`config.mk`:
```
export PLATFORM = sky130hd
export DESIGN_NAME = refresh_sched
export DESIGN_NICKNAME = d
export VERILOG_FILES = /design/src/rtl/refresh_pkg.sv /design/src/rtl/refresh_prescaler.sv /design/src/rtl/refresh_round.sv /design/src/rtl/refresh_sched.sv
export SDC_FILE = /design/constraint.sdc
export NUM_CORES = 1
export LEC_CHECK = 0
export BUFFER_PORTS_ARGS = -buffer_cell sky130_fd_sc_hd__clkbuf_2
export CORE_AREA = 2 2 51 89
export DETAILED_ROUTE_END_ITERATION = 10
export DIE_AREA = 0 0 53 91
export SETUP_SLACK_MARGIN = 0.15
export SYNTH_ARGS = -nofsm -noshare
export SYNTH_HDL_FRONTEND = slang
export SYNTH_SLANG_ARGS = --single-unit
```
`constraint.sdc`:
```
create_clock -name clk -period 2.9 [get_ports clk]
set_input_delay 0 -clock clk [delete_from_list [all_inputs] [get_ports clk]]
set_output_delay 0 -clock clk [all_outputs]
set_load 0.01 [all_outputs]
```
`src/rtl/refresh_pkg.sv`:
```
package refresh_pkg;
    localparam int DIV_W = 5;
    localparam int CNT_W = 4;
    localparam int INT_W = 6;

    function automatic logic [CNT_W-1:0] eff_count(input logic [CNT_W-1:0] c);
        return (c == '0) ? CNT_W'(1) : c;
    endfunction
endpackage

```
`src/rtl/refresh_prescaler.sv`:
```
module refresh_prescaler
    import refresh_pkg::*;
#(
    parameter int DW = DIV_W
) (
    input  logic             clk,
    input  logic             rst_n,
    input  logic             run,
    input  logic             burst,
    input  logic [CNT_W-1:0] count,
    output logic             tick
);
    localparam logic [DW-1:0] DIV_MAX = '1;

    typedef struct packed {
        logic [DW-1:0]    div;
        logic [CNT_W-1:0] scl;
    } st_t;

    st_t s_d, s_q;
    logic [CNT_W-1:0] scl_inc;

    always_comb begin
        s_d     = s_q;
        tick    = 1'b0;
        scl_inc = s_q.scl + 1'b1;
        if (!run) begin
            s_d = '0;
        end else begin
            s_d.div = s_q.div + 1'b1;
            if (s_q.div == DIV_MAX) begin
                if (!burst || scl_inc >= eff_count(count)) begin
                    tick    = 1'b1;
                    s_d.scl = '0;
                end else begin
                    s_d.scl = scl_inc;
                end
            end
        end
    end

    always_ff @(posedge clk or negedge rst_n) begin
        if (!rst_n) s_q <= '0;
        else        s_q <= s_d;
    end
endmodule

```
`src/rtl/refresh_round.sv`:
```
module refresh_round
    import refresh_pkg::*;
#(
    parameter int AREAS = 4
) (
    input  logic             clk,
    input  logic             rst_n,
    input  logic             launch,
    input  logic             drop,
    input  logic             burst,
    input  logic [CNT_W-1:0] count,
    input  logic [AREAS-1:0] areas_i,
    input  logic             ack,
    output logic             req,
    output logic [AREAS-1:0] areas_o,
    output logic             idle
);
    typedef struct packed {
        logic [CNT_W-1:0] rem;
        logic             pend;
        logic [AREAS-1:0] areas;
    } st_t;

    st_t s_d, s_q;
    logic [CNT_W-1:0] rem_n;
    logic [CNT_W-1:0] len;
    logic             go;

    always_comb begin
        s_d   = s_q;
        go    = 1'b0;
        len   = burst ? eff_count(count) : CNT_W'(1);
        rem_n = (ack && s_q.rem != '0) ? s_q.rem - 1'b1 : s_q.rem;
        s_d.rem = rem_n;
        if (launch) begin
            if (rem_n == '0 && !s_q.pend) go = 1'b1;
            else                          s_d.pend = 1'b1;
        end
        if (s_q.pend && rem_n == '0) begin
            go       = 1'b1;
            s_d.pend = launch;
        end
        if (drop) s_d.pend = 1'b0;
        if (go) begin
            s_d.rem   = (areas_i == '0) ? '0 : len;
            s_d.areas = areas_i;
        end
    end

    always_ff @(posedge clk or negedge rst_n) begin
        if (!rst_n) s_q <= '0;
        else        s_q <= s_d;
    end

    assign req     = (s_q.rem != '0);
    assign areas_o = s_q.areas;
    assign idle    = (s_q.rem == '0) && !s_q.pend;
endmodule

```
`src/rtl/refresh_sched.sv`:
```
module refresh_sched
    import refresh_pkg::*;
#(
    parameter int AREAS = 4,
    parameter int IW    = INT_W
) (
    input  logic             clk,
    input  logic             rst_n,
    input  logic             start_wr_i,
    input  logic [IW-1:0]    interval_i,
    input  logic             burst_i,
    input  logic [CNT_W-1:0] count_i,
    input  logic [AREAS-1:0] area_en_i,
    input  logic             ack_i,
    output logic             start_o,
    output logic             req_o,
    output logic [AREAS-1:0] req_areas_o
);
    typedef struct packed {
        logic [IW-1:0] cnt;
        logic          active;
        logic          start;
    } st_t;

    st_t  s_d, s_q;
    logic tick, rnd_idle, start_fire, stop, under;

    refresh_prescaler #(.DW(DIV_W)) i_presc (
        .clk   (clk),
        .rst_n (rst_n),
        .run   (s_q.active),
        .burst (burst_i),
        .count (count_i),
        .tick  (tick)
    );

    refresh_round #(.AREAS(AREAS)) i_round (
        .clk     (clk),
        .rst_n   (rst_n),
        .launch  (start_fire || under),
        .drop    (stop),
        .burst   (burst_i),
        .count   (count_i),
        .areas_i (area_en_i),
        .ack     (ack_i),
        .req     (req_o),
        .areas_o (req_areas_o),
        .idle    (rnd_idle)
    );

    always_comb begin
        s_d        = s_q;
        start_fire = start_wr_i && !s_q.start;
        stop       = s_q.active && (interval_i == '0);
        under      = s_q.active && !stop && tick && (s_q.cnt <= IW'(1));
        if (start_fire) begin
            s_d.start  = 1'b1;
            s_d.active = 1'b0;
        end else if (s_q.start && rnd_idle) begin
            s_d.start  = 1'b0;
            s_d.cnt    = interval_i;
            s_d.active = (interval_i != '0);
        end else if (stop) begin
            s_d.active = 1'b0;
        end else if (s_q.active && tick) begin
            s_d.cnt = under ? interval_i : s_q.cnt - 1'b1;
        end
    end

    always_ff @(posedge clk or negedge rst_n) begin
        if (!rst_n) s_q <= '0;
        else        s_q <= s_d;
    end

    assign start_o = s_q.start;
endmodule

```
---- Word-level counts from Yosys, hierarchy flattened ----
Cells that the tools add are included.
cells by class
  order comparisons ....................... 2
  eq/ne operators ......................... 4
  shift operators ......................... 0
  reduce and logical (&&, ||, !) cells .... 30
  multiplexer cells ....................... 25
  bitwise gates (word level) .............. 1
  $add $sub $neg .......................... 4
  $mul .................................... 0
  div/mod/pow operators ................... 0
operators with widths
  kind                                                            number
  two-way mux 4 bit                                               7
  two-way mux 6 bit                                               3
  logical NOT 4 bit                                               4
  two-way mux 1 bit                                               12
  logical AND 1 bit                                               11
  two-way mux 9 bit                                               1
  two-way mux 7 bit                                               1
  less-or-equal comparator 6 x 1 -> 1 bit, second input constant  1
  logical NOT 6 bit                                               1
  nonzero test 3 bit                                              2
  nonzero test 6 bit                                              1
  subtractor 6 x 1 -> 6 bit, second input constant                1
  adder 5 x 1 -> 5 bit, second input constant                     1
  equality test 5 bit, second input constant                      1
  adder 4 x 1 -> 4 bit, second input constant                     1
  greater-or-equal comparator 4 bit                               1
  logical NOT 1 bit                                               4
  nonzero test 2 bit                                              2
  nonzero test 4 bit                                              1
  subtractor 4 x 1 -> 4 bit, second input constant                1
  != test 3 x 2 -> 1 bit, second input constant                   1
  AND reduction 3 bit                                             1
  logical OR 1 bit                                                2
  two-way mux 2 bit                                               1
  4 further kinds                                                 4
word-level totals
  memory bits (read-only) ................. 0
  bits in writable memories ............... 0
  logic and storage cells ................. 74
  bits in latches ......................... 0
  memories ................................ 0
  output and inout bits ................... 6
  input bits .............................. 19
  flip-flop bits (word level) ............. 26

---- Longest topological paths before layout ----
  depth in word-level cells ............... 14
  mapped depth ............................ 10
  gate-level depth less buffers ........... 9

---- Hierarchy ----
Synthesis repeated with hierarchy kept, for this count alone.
unflattened totals
  cells, all modules ...................... 177
  area total of the unflattened synthesis .. 1764.2 sq um
modules (own cells, without submodules)
  module             seq. area each (sq um)  cells an instance  instances  area each (sq um)
  refresh_round      225.2                   58                 1          618.1
  refresh_sched      200.2                   63                 1          576.8
  refresh_prescaler  225.2                   56                 1          569.3

---- Worst setup path before layout ----
OpenSTA, ideal clock, no wires.
  kind .................................... register to register
  start point ............................. register i_presc.s_q[0] in the netlist's numbering
  end point ............................... register i_round.s_q (netlist bit i_round.areas_o[0])
  setup time .............................. 0.125 ns
  arrival time ............................ 2.398 ns
  setup slack ............................. 0.378 ns
  buffers on the path ..................... 0
  required time ........................... 2.775 ns
  clock period less this slack ............ 2.522 ns
  cell stages (with the launch flop) ...... 9
  path through ............................ dfrtp_1 > ha_1 > xor2_1 > ha_1 > o211ai_1 > o2111a_1 > or3_4 > a21oi_4 > mux2_2
between the ends
  cells in the longest elaborated chain, start to end .. 11
RTL lines
  element                            RTL line                 source
  start, declared                    refresh_prescaler.sv:20  st_t s_d, s_q;
  start signal, assigned             refresh_prescaler.sv:43  if (!rst_n) s_q <= '0;
  start signal, assigned             refresh_prescaler.sv:44  else s_q <= s_d;
  adder 4 x 1 -> 4 bit               refresh_prescaler.sv:26  scl_inc = s_q.scl + 1'b1;
  greater-or-equal comparator 4 bit  refresh_prescaler.sv:32  if (!burst || scl_inc >= eff_count(count)) begin
  logical OR 1 bit                   refresh_prescaler.sv:32
  two-way mux 1 bit                  refresh_prescaler.sv:32
  two-way mux 1 bit                  refresh_prescaler.sv:31  if (s_q.div == DIV_MAX) begin
  two-way mux 1 bit                  refresh_prescaler.sv:27  if (!run) begin
  logical AND 1 bit (2 in series)    refresh_sched.sv:55      under = s_q.active && !stop && tick && (s_q.cnt <= IW'(1));
  logical OR 1 bit                   refresh_sched.sv:40      .launch (start_fire || under),
  two-way mux 1 bit                  refresh_round.sv:35      if (launch) begin
  two-way mux 1 bit                  refresh_round.sv:39      if (s_q.pend && rem_n == '0) begin
  end signal, assigned               refresh_round.sv:51      if (!rst_n) s_q <= '0;
  end signal, assigned               refresh_round.sv:52      else s_q <= s_d;
  end, declared                      refresh_round.sv:24      st_t s_d, s_q;
Every way passes these cells.
A chain may end at the register's enable or synchronous reset.

---- Worst setup path in the final report ----
  start point ............................. register i_round.s_q[5] in the netlist's numbering
  end point ............................... register i_round.s_q (netlist bit i_round.areas_o[2])
between the ends
  cells in the longest elaborated chain, start to end .. 8
  elaborated cells between the ends (all ways) .. 10
  those cells by class .................... 1 x add/sub; 4 x mux; 5 x reduce/logical
RTL lines
  element                                                            RTL line                                  source
  branches (longest 2 deep; another with subtractor 4 x 1 -> 4 bit)  --
  two-way mux 4 bit *                                                refresh_round.sv:33                       rem_n = (ack && s_q.rem != '0) ? s_q.rem - 1'b1 : s_q.rem;
  logical NOT 4 bit *                                                refresh_round.sv:36, refresh_round.sv:39
  logical AND 1 bit                                                  refresh_round.sv:36                       if (rem_n == '0 && !s_q.pend) go = 1'b1;
  two-way mux 1 bit                                                  refresh_round.sv:36
  two-way mux 1 bit                                                  refresh_round.sv:35
  two-way mux 1 bit *                                                refresh_round.sv:39
Every way passes the cells marked *.

==> key figures <==
GRT
  • Grt ovf: 0
  • Layer with the highest usage: met2
  • GRT Util Overall: between 10% and 20%
  • Initial antenna violation count: 0
  • Largest net degree at the start of global routing: 27
  • Met2 GRT Util: approximately 30%
  • Met1 usage: about 16%
  • First-pass GRT wire length: between 5000 and 6000 um
  • Met3 usage: 1.64%
  • Vias in the first global route: ~1400

Route
  • DRT Wirelength: 3400 um
  • DR vias: 1295
  • First DRT Iteration DRCs: 26
  • Routed vias/inst: 5.37
  • Final ANT Viol Nets: 0
  • First drt pass iteration count: 4
  • DRC: 0
  • Routed len/inst: 14.1 um

Synth
  • Yosys reg bits: 26
  • Syn Nets: 190
  • Register area share after synthesis: ~40%
  • Synth warn: 0
  • Area share of the largest cell type after synthesis: about two fifths
  • Syn Area/Cell: a little under 10 um2
  • Area leader, netlist: dfrtp_1
  • Syn Inst Count: between 150 and 200
  • Synthesized cell area: around 1600 um2
  • Largest cells by area after synthesis: dfrtp_1, ha_1, nand2_1
  • Yosys cell types: 44

Timing
  • Clock skew: around 0.0095 ns
  • Fin. max-slew vios: 0
  • Setup TNS: 0 ns
  • Final Hold Fails: 0
  • Final setup violation count: 0
  • Post-layout minimum cycle time: roughly 2.6 ns
  • Final period util: between 90 and 100%
  • Worst slew pin tran: ~0.65 ns
  • RSZ-0062 raised after global routing: no
  • Achievable Freq: approximately 380 MHz
  • Worst slew margin: 56.6%

Setup path
  • Setup crit start kind: flip-flop
  • Worst R2R Start: i_round.s_q[5]
  • CP max-delay cell: or3b_1
  • Worst Path Required: roughly 3.1 ns
  • Cell family with most CP delay: compound AO/OA/AOI/OAI gates
  • Worst path cell trace: inv_1, ha_1, or3b_1, a211oi_1, o2111ai_1, a21oi_4, mux2_2
  • Critical path's largest stage delay: roughly 0.47 ns
  • Worst Path Buf+Inv: 1
  • Crit path capture type: flip-flop
  • Critical path startpoint: i_round.s_q[5]
  • Critical setup path kind: flip-flop to flip-flop
  • CP arrival: between 2 and 3 ns
  • Max FO, Critical Path: 8

Finish
  • Most frequent cells in the layout: dfrtp_1, clkbuf_2, nand2_1
  • # diodes: 0
  • Layout cells sized above 1: between 20% and 30%
  • Layout Nets: 223
  • Fill cells: 409
  • Most common cell after layout, fill and taps aside: dfrtp_1
  • P&R area growth vs syn: 19.1%

Floorplan
  • Die X: roughly 53 um
  • Die ar.: a little under 5000 um2
  • # IOs: 25
  • Core box area: roughly 4100 um2
  • Die height: 91 um
  • Initial core utilization: 39.0%
  • Rows: 31

CTS
  • H-tree depth: 1
  • Clock Pin Slew Worst Setup and Hold Paths: approximately 0.090 ns
  • Clk buf depth: 2
  • Clk_lat worst skew: 0.28 ns
  • CTS Buf Count: 3
  • Postcts setup bufs: 0
  • CTS sink count: 26
  • Root buffer cell: clkbuf_8
  • CTS tree: done

Placement
  • I/O Buffers: 24
  • Final RePlAce weighted congestion: 0.794
  • Post-DP HPWL: between 2000 and 3000 um

Min path
  • Hold WC Path Type: primary input to flip-flop
  • Min-delay src: count_i[2]

Pwr
  • PwrDens: 772 nW/um2
  • Leak: roughly 0.00092 uW
  • Design Power: ~1500 uW
  • Worst IR drop on VDD: 0.514 mV

Flow run
  • Max cap viols: 0

Status
  • Status: completed
-- layout make-up --
| class | count | area, um2 | area share [%] |
|---|---|---|---|
| Multi-Input combinational cell | 112 | 842 | 44.5 |
| Sequential cell | 26 | 651 | 34.4 |
| Timing Repair Buffer | 36 | 230 | 12.2 |
| Tap cell | 49 | 61.3 | 3.24 |
| Clock buffer | 4 | 55.1 | 2.91 |
| Inverter | 14 | 52.6 | 2.78 |
-- metrics by stage --
| stage | instances | worst slack (ns) | utilization, % | hold WS, ns | cell area, um2 |
|---|---|---|---|---|---|
| floorplan | 160 | 0.378 | - | -0.296 | 1590 |
| global placement | 229 | 0.368 | 42.9 | 0.0528 | 1750 |
| detailed placement | 229 | 0.301 | 42.9 | 0.0654 | 1750 |
| CTS | 241 | 0.290 | 46.3 | 0.0336 | 1880 |
| global route | 241 | 0.163 | 46.5 | 0.0450 | 1890 |
| finish | 241 | 0.279 | 46.5 | 0.0287 | 1890 |
-- sequential cells by signal, summed over array words and instances (netlist names) --
name	count
i_presc.s_q	9
i_round.areas_o	4
i_round.s_q	5
s_q	7
start_o	1
-- cells by family (layout without fill, tap and decap cells) --
| kind of cell | after synthesis | count (layout) | synth area share, % |
|---|---|---|---|
| and+or+nand+nor | 56 | 56 | 19.1 |
| AOI/OAI and AO/OA | 31 | 31 | 16.1 |
| DFF | 26 | 26 | 40.9 |
| buffers and inverters | 22 | 54 | 6.53 |
| adders and majority gates | 11 | 11 | 8.66 |
| muxes | 9 | 9 | 5.98 |
| xor gates and xnor gates | 5 | 5 | 2.76 |
-- Yosys cell counts --
cell / count
a211o_1: 2
a211oi_1: 1
a21bo_2: 1
a21oi_1: 1
a21oi_4: 1
a22oi_1: 5
a31o_2: 1
a32o_1: 3
a41o_2: 2
and2_1: 6
and2b_2: 1
and3_1: 4
and4_2: 1
buf_2: 1
buf_4: 5
clkbuf_1: 1
clkbuf_2: 1
dfrtp_1: 26
ha_1: 11
inv_1: 14
mux2_2: 4
mux2i_1: 5
nand2_1: 16
nand3_1: 3
nand4_1: 1
nor2_1: 9
nor2b_1: 2
nor3_1: 4
nor3b_1: 2
nor4_1: 1
nor4b_1: 1
o2111a_1: 1
o2111ai_1: 1
o211ai_1: 2
o21a_1: 1
o21ai_0: 6
o22ai_1: 1
o31ai_2: 1
o41ai_1: 1
or3_4: 1
or3b_1: 2
or4_1: 2
xnor2_1: 3
xor2_1: 2
-- metal layers --
metal / vias to the layer above / wire (um)
met5: - / 0
met4: 0 / 48
met3: 4 / 110
met2: 25 / 2000
met1: 633 / 1240
li1: 633 / -
-- path summary, 6_finish.rpt --
| path | to | slack, ns | cells past startpoint |
|---|---|---|---|
| setup / recovery | i_round.areas_o[2] | 0.28 | 7 |
| hold / removal | i_round.s_q[7] | 0.03 | 2 |
| setup reg to reg | i_round.areas_o[2] | 0.28 | 7 |
| hold reg to reg | i_presc.s_q[4] | 0.48 | 1 |
| max in group asynchronous | i_presc.s_q[4] | 2.20 | 2 |
| min in group asynchronous | s_q[3] | 0.26 | 2 |
-- power by group --
group	leakage, uW	total (uW)	internal, uW	switching (uW)
Clock	0.0000288	236	122	115
Combinational	0.000569	603	292	311
Sequential	0.000324	621	495	126
Total	0.000921	1460	909	551
-- what timing repair did --
| item | in CTS | in global routing |
|---|---|---|
| endpoints found under the hold margin | 33 | 0 |
| setup endpoints to repair | 0 | 3 |
| resized for setup | 0 | 1 |
| hold buffers | 8 | 0 |
No activity file was read; power rests on OpenSTA's default activity.
